===== config.mk =====
export PLATFORM = sky130hd
export DESIGN_NAME = dbg_handshake_ctrl
export DESIGN_NICKNAME = d
export VERILOG_FILES = /design/src/rtl/dbgh_pkg.sv /design/src/rtl/dbgh_req_sync.sv /design/src/rtl/dbgh_req_fsm.sv /design/src/rtl/dbgh_ack_pulse.sv /design/src/rtl/dbgh_session.sv /design/src/rtl/dbg_handshake_ctrl.sv
export SDC_FILE = /design/constraint.sdc
export NUM_CORES = 1
export LEC_CHECK = 0
export ABC_CLOCK_PERIOD_IN_PS = 1900
export BUFFER_PORTS_ARGS = -buffer_cell sky130_fd_sc_hd__buf_4
export CAP_MARGIN = 10
export CORE_AREA = 2 2 39 41
export CTS_CLUSTER_SIZE = 12
export DETAILED_ROUTE_END_ITERATION = 6
export DIE_AREA = 0 0 41 43
export GPL_TIMING_DRIVEN = 0
export PLACE_DENSITY = 0.64
export SKIP_LAST_GASP = 1
export SYNTH_ARGS = -nofsm -noshare
export SYNTH_HDL_FRONTEND = slang
export SYNTH_SLANG_ARGS = --single-unit

===== constraint.sdc =====
create_clock -name tck -period 1.9 [get_ports tck]
set_clock_uncertainty 0.2 [all_clocks]
set_input_delay 0.285 -clock tck [delete_from_list [all_inputs] [get_ports tck]]
set_output_delay 0.285 -clock tck [all_outputs]
set_load 0.005 [all_outputs]

===== src/rtl/dbgh_pkg.sv =====
package dbgh_pkg;

  typedef enum logic [1:0] {
    HS_ARMED   = 2'd0,
    HS_PENDING = 2'd1,
    HS_ACKWAIT = 2'd2
  } hs_state_e;

  typedef struct packed {
    logic wr;
    logic go;
    logic ex;
  } cmd_ctl_t;

endpackage


===== src/rtl/dbgh_req_sync.sv =====
module dbgh_req_sync #(
  parameter int STAGES = 2
) (
  input  logic tck,
  input  logic rst_n,
  input  logic async_n,
  output logic fall
);
  // chain[0..STAGES-1] synchronise, chain[STAGES] holds the previous level
  logic [STAGES:0] chain;

  for (genvar g = 0; g <= STAGES; g++) begin : g_stage
    always_ff @(posedge tck or negedge rst_n) begin
      if (!rst_n) begin
        chain[g] <= 1'b1;
      end else if (g == 0) begin
        chain[g] <= async_n;
      end else begin
        chain[g] <= chain[g-1];
      end
    end
  end

  assign fall = chain[STAGES] & ~chain[STAGES-1];
endmodule


===== src/rtl/dbgh_req_fsm.sv =====
module dbgh_req_fsm
  import dbgh_pkg::*;
(
  input  logic tck,
  input  logic rst_n,
  input  logic req_fall,
  input  logic enable,
  input  logic entry,
  input  logic ack_busy,
  output logic halt_req
);
  hs_state_e state_q, state_d;

  always_comb begin
    state_d = state_q;
    unique case (state_q)
      HS_ARMED:   if (req_fall && enable) state_d = HS_PENDING;
      HS_PENDING: if (entry)              state_d = HS_ACKWAIT;
      HS_ACKWAIT: if (!ack_busy)          state_d = HS_ARMED;
      default:                            state_d = HS_ARMED;
    endcase
  end

  always_ff @(posedge tck or negedge rst_n) begin
    if (!rst_n) state_q <= HS_ARMED;
    else        state_q <= state_d;
  end

  assign halt_req = (state_q == HS_PENDING);
endmodule


===== src/rtl/dbgh_ack_pulse.sv =====
module dbgh_ack_pulse #(
  parameter int LEN = 3
) (
  input  logic tck,
  input  logic rst_n,
  input  logic start,
  output logic busy
);
  localparam int CW = $clog2(LEN + 1);
  localparam logic [CW-1:0] LOAD = CW'(LEN);

  logic [CW-1:0] cnt_q;

  always_ff @(posedge tck or negedge rst_n) begin
    if (!rst_n) begin
      cnt_q <= '0;
    end else if (cnt_q != '0) begin
      cnt_q <= cnt_q - 1'b1;      // a running pulse always finishes
    end else if (start) begin
      cnt_q <= LOAD;
    end
  end

  assign busy = (cnt_q != '0);
endmodule


===== src/rtl/dbgh_session.sv =====
module dbgh_session (
  input  logic tck,
  input  logic rst_n,
  input  logic entry,
  input  logic release_cmd,
  output logic session_n
);
  logic active_q;

  always_ff @(posedge tck or negedge rst_n) begin
    if (!rst_n)           active_q <= 1'b0;
    else if (entry)       active_q <= 1'b1;   // a new halt outranks a release
    else if (release_cmd) active_q <= 1'b0;
  end

  assign session_n = ~active_q;
endmodule


===== src/rtl/dbg_handshake_ctrl.sv =====
module dbg_handshake_ctrl
  import dbgh_pkg::*;
#(
  parameter int              SYNC_STAGES = 2,
  parameter int              ACK_CYCLES  = 3,
  parameter int              SEL_W       = 7,
  parameter logic [SEL_W-1:0] SEL_NONE   = 7'h7F,
  parameter logic [SEL_W-1:0] SEL_SCR    = 7'h10
) (
  input  logic             tck,
  input  logic             rst_n,
  input  logic             dbg_enable,
  input  logic             dbg_req_n,
  input  logic             cpu_halted,
  output logic             halt_req,
  input  logic             cmd_wr,
  input  logic             cmd_go,
  input  logic             cmd_ex,
  input  logic [SEL_W-1:0] cmd_sel,
  output logic             ack_oe,
  output logic             session_n
);
  logic     req_fall;
  logic     halted_q;
  logic     entry;
  logic     sel_ok;
  logic     release_cmd;
  cmd_ctl_t ctl;

  always_ff @(posedge tck or negedge rst_n) begin
    if (!rst_n) halted_q <= 1'b0;
    else        halted_q <= cpu_halted;
  end

  assign entry = cpu_halted & ~halted_q;

  assign ctl         = '{wr: cmd_wr, go: cmd_go, ex: cmd_ex};
  assign sel_ok      = (cmd_sel == SEL_NONE) || (cmd_sel == SEL_SCR);
  assign release_cmd = ctl.wr & ctl.go & ctl.ex & sel_ok & dbg_enable;

  dbgh_req_sync #(.STAGES(SYNC_STAGES)) u_sync (
    .tck     (tck),
    .rst_n   (rst_n),
    .async_n (dbg_req_n),
    .fall    (req_fall)
  );

  dbgh_req_fsm u_fsm (
    .tck      (tck),
    .rst_n    (rst_n),
    .req_fall (req_fall),
    .enable   (dbg_enable),
    .entry    (entry),
    .ack_busy (ack_oe),
    .halt_req (halt_req)
  );

  dbgh_ack_pulse #(.LEN(ACK_CYCLES)) u_ack (
    .tck   (tck),
    .rst_n (rst_n),
    .start (entry & dbg_enable),
    .busy  (ack_oe)
  );

  dbgh_session u_sess (
    .tck         (tck),
    .rst_n       (rst_n),
    .entry       (entry),
    .release_cmd (release_cmd),
    .session_n   (session_n)
  );
endmodule


# Word-level counts from Yosys, hierarchy flattened
# Index checks and enable logic that the tools add are counted.
totals:
  register_bits: 9
  inputBits: 15
  out_inout_bits: 3
  wordCells: 40
classes:
  addsub: 1
  n_eq_ne: 7
  muxes: 8
  bitwise: 10
  n_reduce_logical: 7
ops:
  columns: ["cell", "count"]
  rows:
  - ["2-bit two-way mux", 5]
  - ["1-bit bitwise AND", 7]
  - ["7-bit by 5-bit equality test with 1-bit output (second input constant)", 1]
  - ["7-bit equality test (second input constant)", 1]
  - ["2-bit one-hot mux with 3 select lines", 1]
  - ["2-bit nonzero test", 3]
  - ["2-bit by 1-bit inequality test with 1-bit output (second input constant)", 2]
  - ["1-bit inverter", 3]
  - ["3-bit AND reduction", 1]
  - ["2-bit by 1-bit equality test with 1-bit output (second input constant)", 1]
  - ["2-bit equality test (second input constant)", 1]
  - ["2-bit zero test", 1]
  - ["1-bit two-way mux", 2]
  - ["2-bit inequality test (second input constant)", 1]
  - ["2-bit by 1-bit subtractor with 2-bit output (second input constant)", 1]
  - ["1-bit logical AND", 1]
  - ["1-bit logical OR", 1]

# Longest topological paths before layout
# Gate-level depths: netlist of the first run.
depth:
  word_depth: 6
  depth_mapped: 5
  ltp_nobuf: 5

# By module
# Synthesis of the first run repeated with hierarchy kept, for this count alone.
unflattened:
  hier_cells: 35
  area_unflattened_um2: 417.9
by_module_without_submodules:
  columns: ["mod", "instances", "cells_each", "area_per_inst_um2"]
  rows:
  - ["dbgh_ack_pulse", 1, 9, 105.1]
  - ["dbgh_req_fsm", 1, 8, 93.8]
  - ["dbgh_req_sync", 1, 4, 92.6]
  - ["dbg_handshake_ctrl", 1, 11, 86.3]
  - ["dbgh_session", 1, 3, 40.0]

# Worst setup path after synthesis of the first run
# No wires, ideal clock.
synth_timing:
  path_kind: "register -> register"
  from: "register u_ack.cnt_q[0]"
  to: "register u_ack.cnt_q[0]"
  setup_time_ps: 125
  t_arrival_ps: 1065
  required_time_ps: 1575
  slack_ps: 510
  path_stages_with_launch: 6
  path_buffers: 0
  period_less_slack_ps: 1390
  cell_sequence: "dfrtp_1 -> inv_1 -> ha_1 -> inv_2 -> a21o_1 -> mux2_4"
synth_via:
  elab_chain_len: 2
  elab_cells_between_ends: 4
  cone_classes: "add/sub (1); mux (1); reduce/logical (2)"
synth_lines:
  columns: ["element", "line_no", "rtl"]
  rows:
  - ["start, declared", "dbgh_ack_pulse.sv:12", "logic [CW-1:0] cnt_q;"]
  - ["start signal, assigned", "dbgh_ack_pulse.sv:18", "cnt_q <= cnt_q - 1'b1;"]
  - ["2-bit nonzero test *", null, null]
  - ["named net ack_oe", "dbg_handshake_ctrl.sv:20", "output logic ack_oe,"]
  - ["2-bit two-way mux / 2-bit nonzero test (equally long branches)", null, null]
# Mark *: on every way through the listed nets, which the timed path passes. The rest lies on a longest branch.
# A chain may end at the register's enable or synchronous reset.

# Final worst setup path of the first run
layout_timing:
  from: "input port cpu_halted"
  to: "register u_ack.cnt_q[0]"
layout_via:
  elab_chain_len: 3
layout_lines:
  columns: ["element", "line_no", "rtl"]
  rows:
  - ["start, declared", "dbg_handshake_ctrl.sv:14", "input logic cpu_halted,"]
  - ["1-bit bitwise AND", "dbg_handshake_ctrl.sv:35", "assign entry = cpu_halted & ~halted_q;"]
  - ["1-bit bitwise AND", "dbg_handshake_ctrl.sv:61", ".start (entry & dbg_enable),"]
  - ["2-bit nonzero test (no line)", null, null]
# No other way between the ends.

==> results of run 1 <==
==> registers in the layout, summed over array words and instances (netlist names) <==
signal and cells:
u_fsm.state_q 2, u_sync.chain 3, halted_q 1, u_ack.cnt_q 2, u_sess.active_q 1
==> power groups by stage <==
stage               combinational, mW  sequential (mW)  clock (mW)
finish                          0.225            0.265       0.145
floorplan                       0.144            0.262           0
detailed placement              0.225            0.269           0
CTS                             0.231            0.266       0.151
global placement                0.216            0.268           0
global route                    0.257            0.271       0.164
==> final cells by class <==
cell class | instances | share of cell area
sequential | 9 | 0.3805
timing repair buffer | 20 | 0.2620
multi-input combinational | 20 | 0.2557
clock buffer | 4 | 0.04366
tap | 16 | 0.03326
inverter | 4 | 0.02495
==> cell families (layout without fill, tap and decap cells) <==
group           count (synthesis)  after routing
simple gates                   12             12
flops                           9              9
compound gates                  5              5
buf+inv                         4             28
mux                             2              2
fa+ha+maj                       1              1
==> timing repair <==
action / CTS / global route
hold buffers: 3 / 0
endpoints found under the setup margin: 0 / 0
hold endpoints to repair: 11 / 0
==> layout by cell type, fill, tap and decap left out, drive strengths merged <==
cell and count:
inv 4, a21o 1, nand2b 1, clkbuf 4
nand4 2, mux2 1, nand2 1, dfstp 3
a2bb2oi 2, nor4 1, and3 1, mux2i 1
nor2 3, a22o 1, a21oi 1, ha 1
buf 17, nor4bb 1, dlygate4sd3 3, dfrtp 6
nor2b 2
==> how the worst min path moves through the flow <==
stage / from / to / slack, ps / cells past startpoint
after floorplan: rst_n / halted_q / -210 / 0
after global placement: rst_n / u_ack.cnt_q[1] / -90 / 1
after detailed placement: rst_n / u_ack.cnt_q[1] / -90 / 1
after CTS: cmd_go / u_sess.active_q / 130 / 3
after global routing: cmd_go / u_sess.active_q / 150 / 3
final: cmd_go / u_sess.active_q / 130 / 3
==> worst register-to-register path, stage by stage, from the launching register on <==
cell and delay, ps:
dfrtp_1 360, inv_1 80, ha_1 210, inv_2 50
a21o_1 180, mux2_4 260
==> per-stage QoR <==
| stage | power [mW] | setup slack, ps |
|---|---|---|
| 6_report | 0.6350 | 298.3 |
| 4_1_cts | 0.6476 | 301.0 |
| 3_3_place_gp | 0.4833 | 483.2 |
| 2_1_floorplan | 0.4057 | 510.1 |
| 3_5_place_dp | 0.4939 | 455.2 |
| 5_1_grt | 0.6915 | 235.1 |
==> routing by layer <==
layer / share of wire / track usage / routed length [um]
met5: 0 / 0 / 0
met4: 0.0054 / 0.08000 / 4
met3: 0.062 / 0.06283 / 46
met2: 0.52 / 0.1469 / 385
met1: 0.41 / 0.1141 / 302
==> impl_results.md, run 1 <==
- Synth Area in Simple Gates: 0.1918
- CTS sink count: 9
- Worst ir drop on vdd: 0.6632 mV
- Cells after Synth: 33
- Num ports: 18
- Combinational cell fraction of total power: 0.354
- Worst hold path class: input pin to flip-flop
- Status: complete, no violations
- Non-Filler Instances: 73
- RSZ-0062 raised after global routing: false
- Worst Tran Pin Value: 214.0 ps
- Hold_ws: 132.0 ps
- Slew margin rel.: 0.8554
- Core area: 0.001384 mm^2
- Pin count of the biggest net entering global routing: 10
- Asr flop ratio synth: 1.000
- Area grow syn2layout: 51.26%
- Cell-internal power: 0.4562 mW
- Number of synthesized register bits: 9
- Dominant cells by area after synthesis: dfrtp_1 38%, dfstp_2 20%, a2bb2oi_1 4.4%
- First-pass GRT wire length: 1200 um
- R2R depth: 5
- Minimum clock period: 1602 ps
- Residual DRC count: 0
- Die height: 43 um
- Required @ worst endpoint: 1840 ps
- Max-slew violations: 0
- TritonCTS clock tree: yes
- Multi-input logic area: 153.9 um^2
- Post-synthesis mux area share: 0.06289
- Register area: 229.0 um^2
- Post-DP HPWL: 575.6 um
- Register area share after synthesis: 0.5755
- Initial core utilization: 0.2875
- Total CTS buffers: 3
- CTS resizes: 0
- Peak per-stage delay on the critical path: 540 ps
- Crit Path Max Fanout: 3
- H-tree lvl count: 1
- CP endpoint: u_ack.cnt_q[0]
- Fillers: 131
- CP bufs+invs: 2
- Design Area, Final: 601.8 um^2
- Layout cells sized above 1: 0.4737
- Post-CTS setup buffer count: 0
- Top cells by count, synth: 6 x dfrtp_1, 3 x dfstp_2, 3 x inv_1, 3 x nor2_1
- Ys flop type: dfrtp_1
- Initial antenna violation count: 0
- Clk Latency, worst-skew pair: 260 ps
- Clock-pin transition on the worst setup and hold timing paths: 60 ps
- Critical path depth: 5
- Syn. warnings: 0
- DR iter-0 viols: 3
- RePlAce Congestion: 0.6911
- PortBufs: 17
- Via/cell ratio: 4.301
- Post-Route WL: 740 um
- Vias in the first global route: 316
- CP endpoint kind: flip-flop
- Pwr/cell area: 1055 mW/mm^2
- Reg2Reg Setup Slack: 450 ps
- Net Switching: 0.1788 mW
- Compound-gate portion of the synthesized area: 0.1006
- Adder-cell share of the synthesized area: 0.03145
- 1st-pass router iterations: 2
- Period utilisation layout: 0.8430
- Number of synthesized flops with an enable pin: 0
- Max-cap violations: 0
- Placed cell area: 545.5 um^2
- Startpoint Class: input pin
- Total number of vias: 314
- Post-DR wirelength/cell: 10.14 um
- Setup_tns: 0 ps
- Layout Nets: 74
- Worst r2r src: u_ack.cnt_q[0]
- Die ar.: 0.001763 mm^2
- Cell taking the most area after synthesis: dfrtp_1
- Worst path slowest cell: dlygate4sd3_1
- Most common cell in the netlist: dfrtp_1
- P_leak: 0.3040 nW
- Tot GR Track Use: 0.1068
- Largest family of logic cells by synthesized area: simple AND/OR/NAND/NOR gates
- Switching share of power: 0.2816
- FP Rows: 14
- Sequential power share: 0.418
- Die X: 41 um
- Netlist cell types: 20
- Xor/xnor cell area share of the yosys netlist: 0
- Cell breakdown of the critical path: dlygate4sd3_1, buf_4, nor2b_4, a21o_1, mux2_4
- Worst Path Arrival: 1540 ps
- Crit-path leading delay family: buffers and inverters
- Top cell type's share of synthesized area: 0.3774
- Global route overflow: 0
- Clock Tree Buf Depth: 2
- Mapped Avg Cell Area: 12.06 um^2
- Syn_nets: 49
- Clock power frac: 0.228
- Diodes inserted: 0
- Hold Vio Cnt, Final: 0
- Final ANT Viol Nets: 0
- Root buffer cell: clkbuf_4
- Finished Core Util: 0.4349
- R2r endpoint: u_ack.cnt_q[0]
- Post-Syn Area: 397.9 um^2
- Setup-failing EPs final: 0
- Cells after DPL: 66
- Crit Path Category: input pin to flip-flop
- CP startpoint: cpu_halted
- F_max: 624.3 MHz
(Power assumes the default switching activity.)
==> run 2, diff against run 1 <==
Settings changed: ABC_CLOCK_PERIOD_IN_PS 1900 to 1300, PLACE_DENSITY 0.64 to 0.66.
Clock period 1.9 ns to 1.3 ns, I/O delays scaled along.
==> run 2 against run 1 <==
  * The flow now finishes with violations (negative setup slack)
  * Hold slack got worse by 77 ps
  * Largest cell class is now buffers
  * Critical path type is now flip-flop to output port
  * Largest power group is now combinational cells
  * Core utilization rose by 7.7 points
  * Sequential power rose by 48%
  * Cell count rose by 14%
  * Clock power rose by 46%
==> impl_results.md, run 2 (synthesized netlist as in run 1, its figures left out) <==
- Hold Vio Cnt, Final: 0 (unchanged)
- Max-slew violations: 0 (unchanged)
- Post-DP HPWL: 559.7 um (-2.8%)
- Status: complete, but fails checks
- Cell-internal power: 0.9048 mW (+98%)
- F_max: 732.8 MHz
- Post-DR wirelength/cell: 10.34 um (+2.0%)
- Crit Path Category: flip-flop to output port
- Net Switching: 0.3448 mW (+93%)
- Slew margin rel.: 0.8510 (-0.004408)
- CP bufs+invs: 3 (+1)
- Worst Tran Pin Value: 221.5 ps (+7.488 ps)
- DR iter-0 viols: 5 (+2)
- Initial antenna violation count: 0 (unchanged)
- PortBufs: 17 (unchanged)
- RePlAce Congestion: 0.6916 (about the same)
- 1st-pass router iterations: 3 (+1)
- Non-Filler Instances: 83 (+14%)
- CTS sink count: 9 (unchanged)
- Die X: 41 um (unchanged)
- Via/cell ratio: 4.253 (-1.1%)
- Root buffer cell: clkbuf_4
- Clock-pin transition on the worst setup and hold timing paths: 60 ps (about the same)
- Residual DRC count: 0 (unchanged)
- CP endpoint kind: output port
- Worst Path Arrival: 970 ps (-570 ps)
- Clk Latency, worst-skew pair: 260 ps (about the same)
- Minimum clock period: 1365 ps
- Largest register FFs: 3 (unchanged)
- Largest reg by FF count: u_sync.chain
- Design Area, Final: 708.2 um^2 (+18%)
- RSZ-0062 raised after global routing: true
- Layout Nets: 84 (+14%)
- H-tree lvl count: 1 (unchanged)
- Core area: 0.001384 mm^2 (unchanged)
- FP Rows: 14 (unchanged)
- Setup-failing EPs final: 3 (+3)
- Tot GR Track Use: 0.1161 (+0.009274)
- Combinational cell fraction of total power: 0.517 (+0.163)
- Placed cell area: 558.0 um^2 (+2.3%)
- Total number of vias: 353 (+12%)
- Die height: 43 um (unchanged)
- Period utilisation layout: 1.050
- Setup WS post-layout: -64.71 ps (-363.0 ps)
- Pin count of the biggest net entering global routing: 10 (unchanged)
- Pwr/cell area: 1765 mW/mm^2 (+67%)
- Regs by FF count: u_sync.chain: 3 flops, u_ack.cnt_q: 2 flops, u_fsm.state_q: 2 flops
- Die ar.: 0.001763 mm^2 (unchanged)
- Commonest non-fill, non-tap cell in the layout: buf_4
- Area grow syn2layout: 77.99%
- Num ports: 18 (unchanged)
- Total CTS buffers: 3 (unchanged)
- Switching share of power: 0.2759 (-0.005647)
- Worst path slowest cell: dfrtp_1
- P_leak: 0.3580 nW (+18%)
- Cell mode on critical path: inv_2
- Commonest non-fill, non-tap cells in the layout: 24 x buf_4, 6 x dfrtp_1
- TritonCTS clock tree: yes
- Sequential power share: 0.314 (-0.104)
- Clock power frac: 0.169 (-0.059)
- First-pass GRT wire length: 1352 um (+13%)
- Required @ worst endpoint: 900 ps (-940 ps)
- Startpoint Class: flip-flop
- Clock Tree Buf Depth: 2 (unchanged)
- Peak per-stage delay on the critical path: 370 ps (-170 ps)
- Final ANT Viol Nets: 0 (unchanged)
- Initial core utilization: 0.2875 (unchanged)
- Post-Route WL: 858 um (+16%)
- Global route overflow: 0 (unchanged)
- Violated checks: negative setup slack
- Crit-path leading delay family: flip-flops
- Diodes inserted: 0 (unchanged)
- Finished Core Util: 0.5118 (+0.07685)
- Vias in the first global route: 335 (+6.0%)
- Cells after DPL: 66 (unchanged)
- Max-cap violations: 0 (unchanged)
- Cell breakdown of the critical path: inv_2, ha_4, inv_2, buf_6
- Worst hold path class: input pin to flip-flop
- Worst ir drop on vdd: 0.8247 mV (+24%)
- Crit Path Max Fanout: 2 (-1)
- Layout cells sized above 1: 0.6119 (+0.1383)
==> run 2: layer usage <==
layer,GRT usage,routed length (um)
met5,0,0
met4,0.04000,0
met3,0.06283,41
met2,0.1719,461
met1,0.1380,355
==> run 2: worst paths after layout <==
path | start | to | slack, ps | cells past startpoint
min in group asynchronous | rst_n | halted_q | 80 | 2
worst max-delay path | u_ack.cnt_q[1] | ack_oe | -60 | 4
worst max register to register | u_ack.cnt_q[1] | u_ack.cnt_q[0] | -60 | 5
worst min-delay path | cmd_go | u_sess.active_q | 50 | 3
worst min register to register | u_sync.chain[0] | u_sync.chain[1] | 160 | 0
max in group asynchronous | rst_n | u_sync.chain[1] | 590 | 2
==> run 2: timing repair <==
item                                    4_1_cts  5_1_grt
setup buffers                                 6        4
pin swaps                                     1        1
hold buffers                                  3        0
hold endpoints to repair                     11        0
resized for setup                             4        1
gates cloned                                  0        0
endpoints found under the setup margin        3        4
==> run 2: per-stage QoR <==
stage,TNS [ps],power [mW],setup slack (ps),hold slack (ps)
5_1_grt,-337.1,1.340,-113.2,48.92
4_1_cts,-147.0,1.151,-79.20,51.33
2_1_floorplan,-22.93,0.6327,-22.93,-300.6
3_3_place_gp,-48.47,0.7479,-48.47,-178.3
3_5_place_dp,-60.08,0.7568,-60.08,-176.7
6_report,-142.4,1.250,-64.71,54.70
==> run 2: power by group through the flow <==
| stage | Clock, mW | Sequential [mW] | Combinational (mW) |
|---|---|---|---|
| after floorplan | 0 | 0.389 | 0.243 |
| after global placement | 0 | 0.398 | 0.350 |
| after detailed placement | 0 | 0.398 | 0.359 |
| after CTS | 0.221 | 0.392 | 0.538 |
| after global routing | 0.234 | 0.397 | 0.708 |
| final | 0.211 | 0.392 | 0.646 |
==> run 2: cell type report <==
class | count | area [um^2]
Clock buffer | 4 | 26.28
Fill cell | 129 | 675.6
Inverter | 4 | 15.01
Multi-Input combinational cell | 20 | 173.9
Sequential cell | 9 | 229.0
Tap cell | 16 | 20.02
Timing Repair Buffer | 30 | 244.0
==> run 2: worst reg2reg max path: cells and delay by family (launching register included) <==
| kind | cells | cell delay (ps) |
|---|---|---|
| flip-flops | 1 | 370 |
| multiplexers | 1 | 260 |
| AO/OA/AOI/OAI | 1 | 170 |
| adder cells (fa/ha/maj) | 1 | 140 |
| buffers and inverters | 2 | 120 |
==> run 3, diff against run 2 <==
Settings changed: CORE_AREA 2 2 39 41 to 5 5 42 44, DIE_AREA 0 0 41 43 to 0 0 47 49, SLEW_MARGIN set to 20.
==> run 3 against run 2 <==
  * The flow still finishes with violations (negative setup slack)
  * Largest power group unchanged
  * Global-route usage decreased by 1.2 points
  * Non-clock buffer count decreased by 1
  * Clock power decreased by 2%
  * Maximum frequency decreased by 1.2%
  * Cell area decreased by 1.6%
  * Critical endpoint unchanged
  * Count of clock-buffer cells in the layout unchanged
  * Cell count decreased by 1.2%
==> impl_results.md, run 3 (synthesized netlist as in run 1, its figures left out) <==
- Period utilisation layout: 1.063 (+0.01295)
- Required @ worst endpoint: 900 ps (about the same)
- Commonest non-fill, non-tap cell in the layout: buf_4
- Largest register FFs: 3 (unchanged)
- R2R depth: 5 (unchanged)
- P_leak: 0.3519 nW (-1.7%)
- Layout cells sized above 1: 0.6061 (-0.005880)
- RSZ-0062 raised after global routing: true
- Layout Nets: 83 (-1.2%)
- Vias in the first global route: 397 (+19%)
- Tot GR Track Use: 0.1041 (-0.01203)
- Setup WS post-layout: -81.55 ps (-16.84 ps)
- Design Area, Final: 696.9 um^2 (-1.6%)
- Diodes inserted: 0 (unchanged)
- Final ANT Viol Nets: 0 (unchanged)
- Initial core utilization: 0.2839 (-0.003594)
- Crit Path Category: flip-flop to output port
- Crit Path Max Fanout: 2 (unchanged)
- Violated checks: negative setup slack
- Global route overflow: 0 (unchanged)
- Max-slew violations: 0 (unchanged)
- Initial antenna violation count: 0 (unchanged)
- RePlAce Congestion: 0.6792 (-1.8%)
- H-tree lvl count: 1 (unchanged)
- Cells after DPL: 66 (unchanged)
- Post-DP HPWL: 653.7 um (+17%)
- Clock Tree Buf Depth: 2 (unchanged)
- Pin count of the biggest net entering global routing: 10 (unchanged)
- Num ports: 18 (unchanged)
- Post-DR wirelength/cell: 11.91 um (+15%)
- Worst hold path class: input pin to flip-flop
- CTS sink count: 9 (unchanged)
- Area grow syn2layout: 75.16%
- Non-Filler Instances: 82 (-1.2%)
- Commonest non-fill, non-tap cells in the layout: 24 x buf_4, 6 x dfrtp_1
- Post-Route WL: 977 um (+14%)
- Worst Path Arrival: 990 ps (+20 ps)
- Startpoint Class: flip-flop
- Core area: 0.001401 mm^2 (+1.3%)
- Max-cap violations: 0 (unchanged)
- Via/cell ratio: 4.646 (+9.2%)
- CP endpoint kind: output port
- Die height: 49 um (+14%)
- Total Power: 1.223 mW (-2.2%)
- Clk Latency, worst-skew pair: 250 ps (about the same)
- Die ar.: 0.002303 mm^2 (+31%)
- Die X: 47 um (+15%)
- Clock-pin transition on the worst setup and hold timing paths: 60 ps (about the same)
- Status: complete, but fails checks
- Hold path depth: 3 (unchanged)
- FP Rows: 14 (unchanged)
- Regs by FF count: u_sync.chain: 3 flops, u_ack.cnt_q: 2 flops, u_fsm.state_q: 2 flops
- Finished Core Util: 0.4973 (-0.01443)
- Worst Tran Pin Value: 244.5 ps (+23.01 ps)
- Total CTS buffers: 3 (unchanged)
- Total number of vias: 381 (+7.9%)
- Setup-failing EPs final: 3 (unchanged)
- Root buffer cell: clkbuf_4
- Worst ir drop on vdd: 1.088 mV (+32%)
- Minimum clock period: 1382 ps (+16.84 ps)
- Placed cell area: 558.0 um^2 (unchanged)
- First-pass GRT wire length: 1669 um (+23%)
- Hold Vio Cnt, Final: 0 (unchanged)
- Largest reg by FF count: u_sync.chain
- 1st-pass router iterations: 4 (+1)
- Pwr/cell area: 1754 mW/mm^2 (-0.57%)
- TritonCTS clock tree: yes
- PortBufs: 17 (unchanged)
- F_max: 723.8 MHz (-1.2%)
- DR iter-0 viols: 3 (-2)
- Slew margin rel.: 0.8355 (-0.01548)
- Residual DRC count: 0 (unchanged)
## run 3: path summary, 6_finish.rpt
check | to | slack [ps] | start
worst max-delay path | ack_oe | -80 | u_ack.cnt_q[0]
worst min-delay path | u_sess.active_q | 50 | cmd_go
worst max register to register | u_ack.cnt_q[0] | -80 | u_ack.cnt_q[0]
worst min register to register | u_sync.chain[1] | 160 | u_sync.chain[0]
max in group asynchronous | u_sync.chain[2] | 580 | rst_n
min in group asynchronous | u_ack.cnt_q[1] | 100 | rst_n
## run 3: per-layer routing
layer / GRT usage / share of wire / up-vias
li1: - / - / 184
met1: 0.1027 / 0.36 / 178
met2: 0.1629 / 0.54 / 15
met3: 0.07011 / 0.073 / 4
met4: 0.04608 / 0.032 / 0
met5: 0 / 0 / -
## run 3: area by class of cell
type                       instances  area [um^2]
clock buffer                       4        26.28
fill                             133        704.4
inverter                           4        15.01
multi-input combinational         20        173.9
sequential                         9        229.0
tap                               16        20.02
timing repair buffer              29        232.7
## run 3: worst max-delay path, cell delays in order (launching register included)
cell	delay, ps
dfrtp_1	380
inv_2	80
ha_4	140
inv_2	40
buf_6	100
## run 3: per-stage QoR
| stage | TNS, ps | hold WS (ps) | setup slack (ps) |
|---|---|---|---|
| global route | -406.9 | 38.99 | -133.9 |
| global placement | -53.09 | -178.9 | -53.09 |
| finish | -192.7 | 53.13 | -81.55 |
| CTS | -157.6 | 45.89 | -84.90 |
| floorplan | -22.93 | -300.6 | -22.93 |
| detailed placement | -59.88 | -176.8 | -59.88 |
## run 3: timing repair
item | in CTS | in global routing
hold buffers | 3 | 0
buffers inserted | 6 | 3
endpoints found under the hold margin | 11 | 0
endpoints found under the setup margin | 3 | 4
pin swaps | 1 | 0
resized for setup | 3 | 1
## run 3: power breakdown
part           internal (mW)  switching (mW)  total [mW]  leakage [nW]
clock network          0.118          0.0889       0.207        0.0150
registers              0.353          0.0417       0.395         0.102
logic                  0.404           0.217       0.621         0.235
total                  0.875           0.348        1.22         0.352
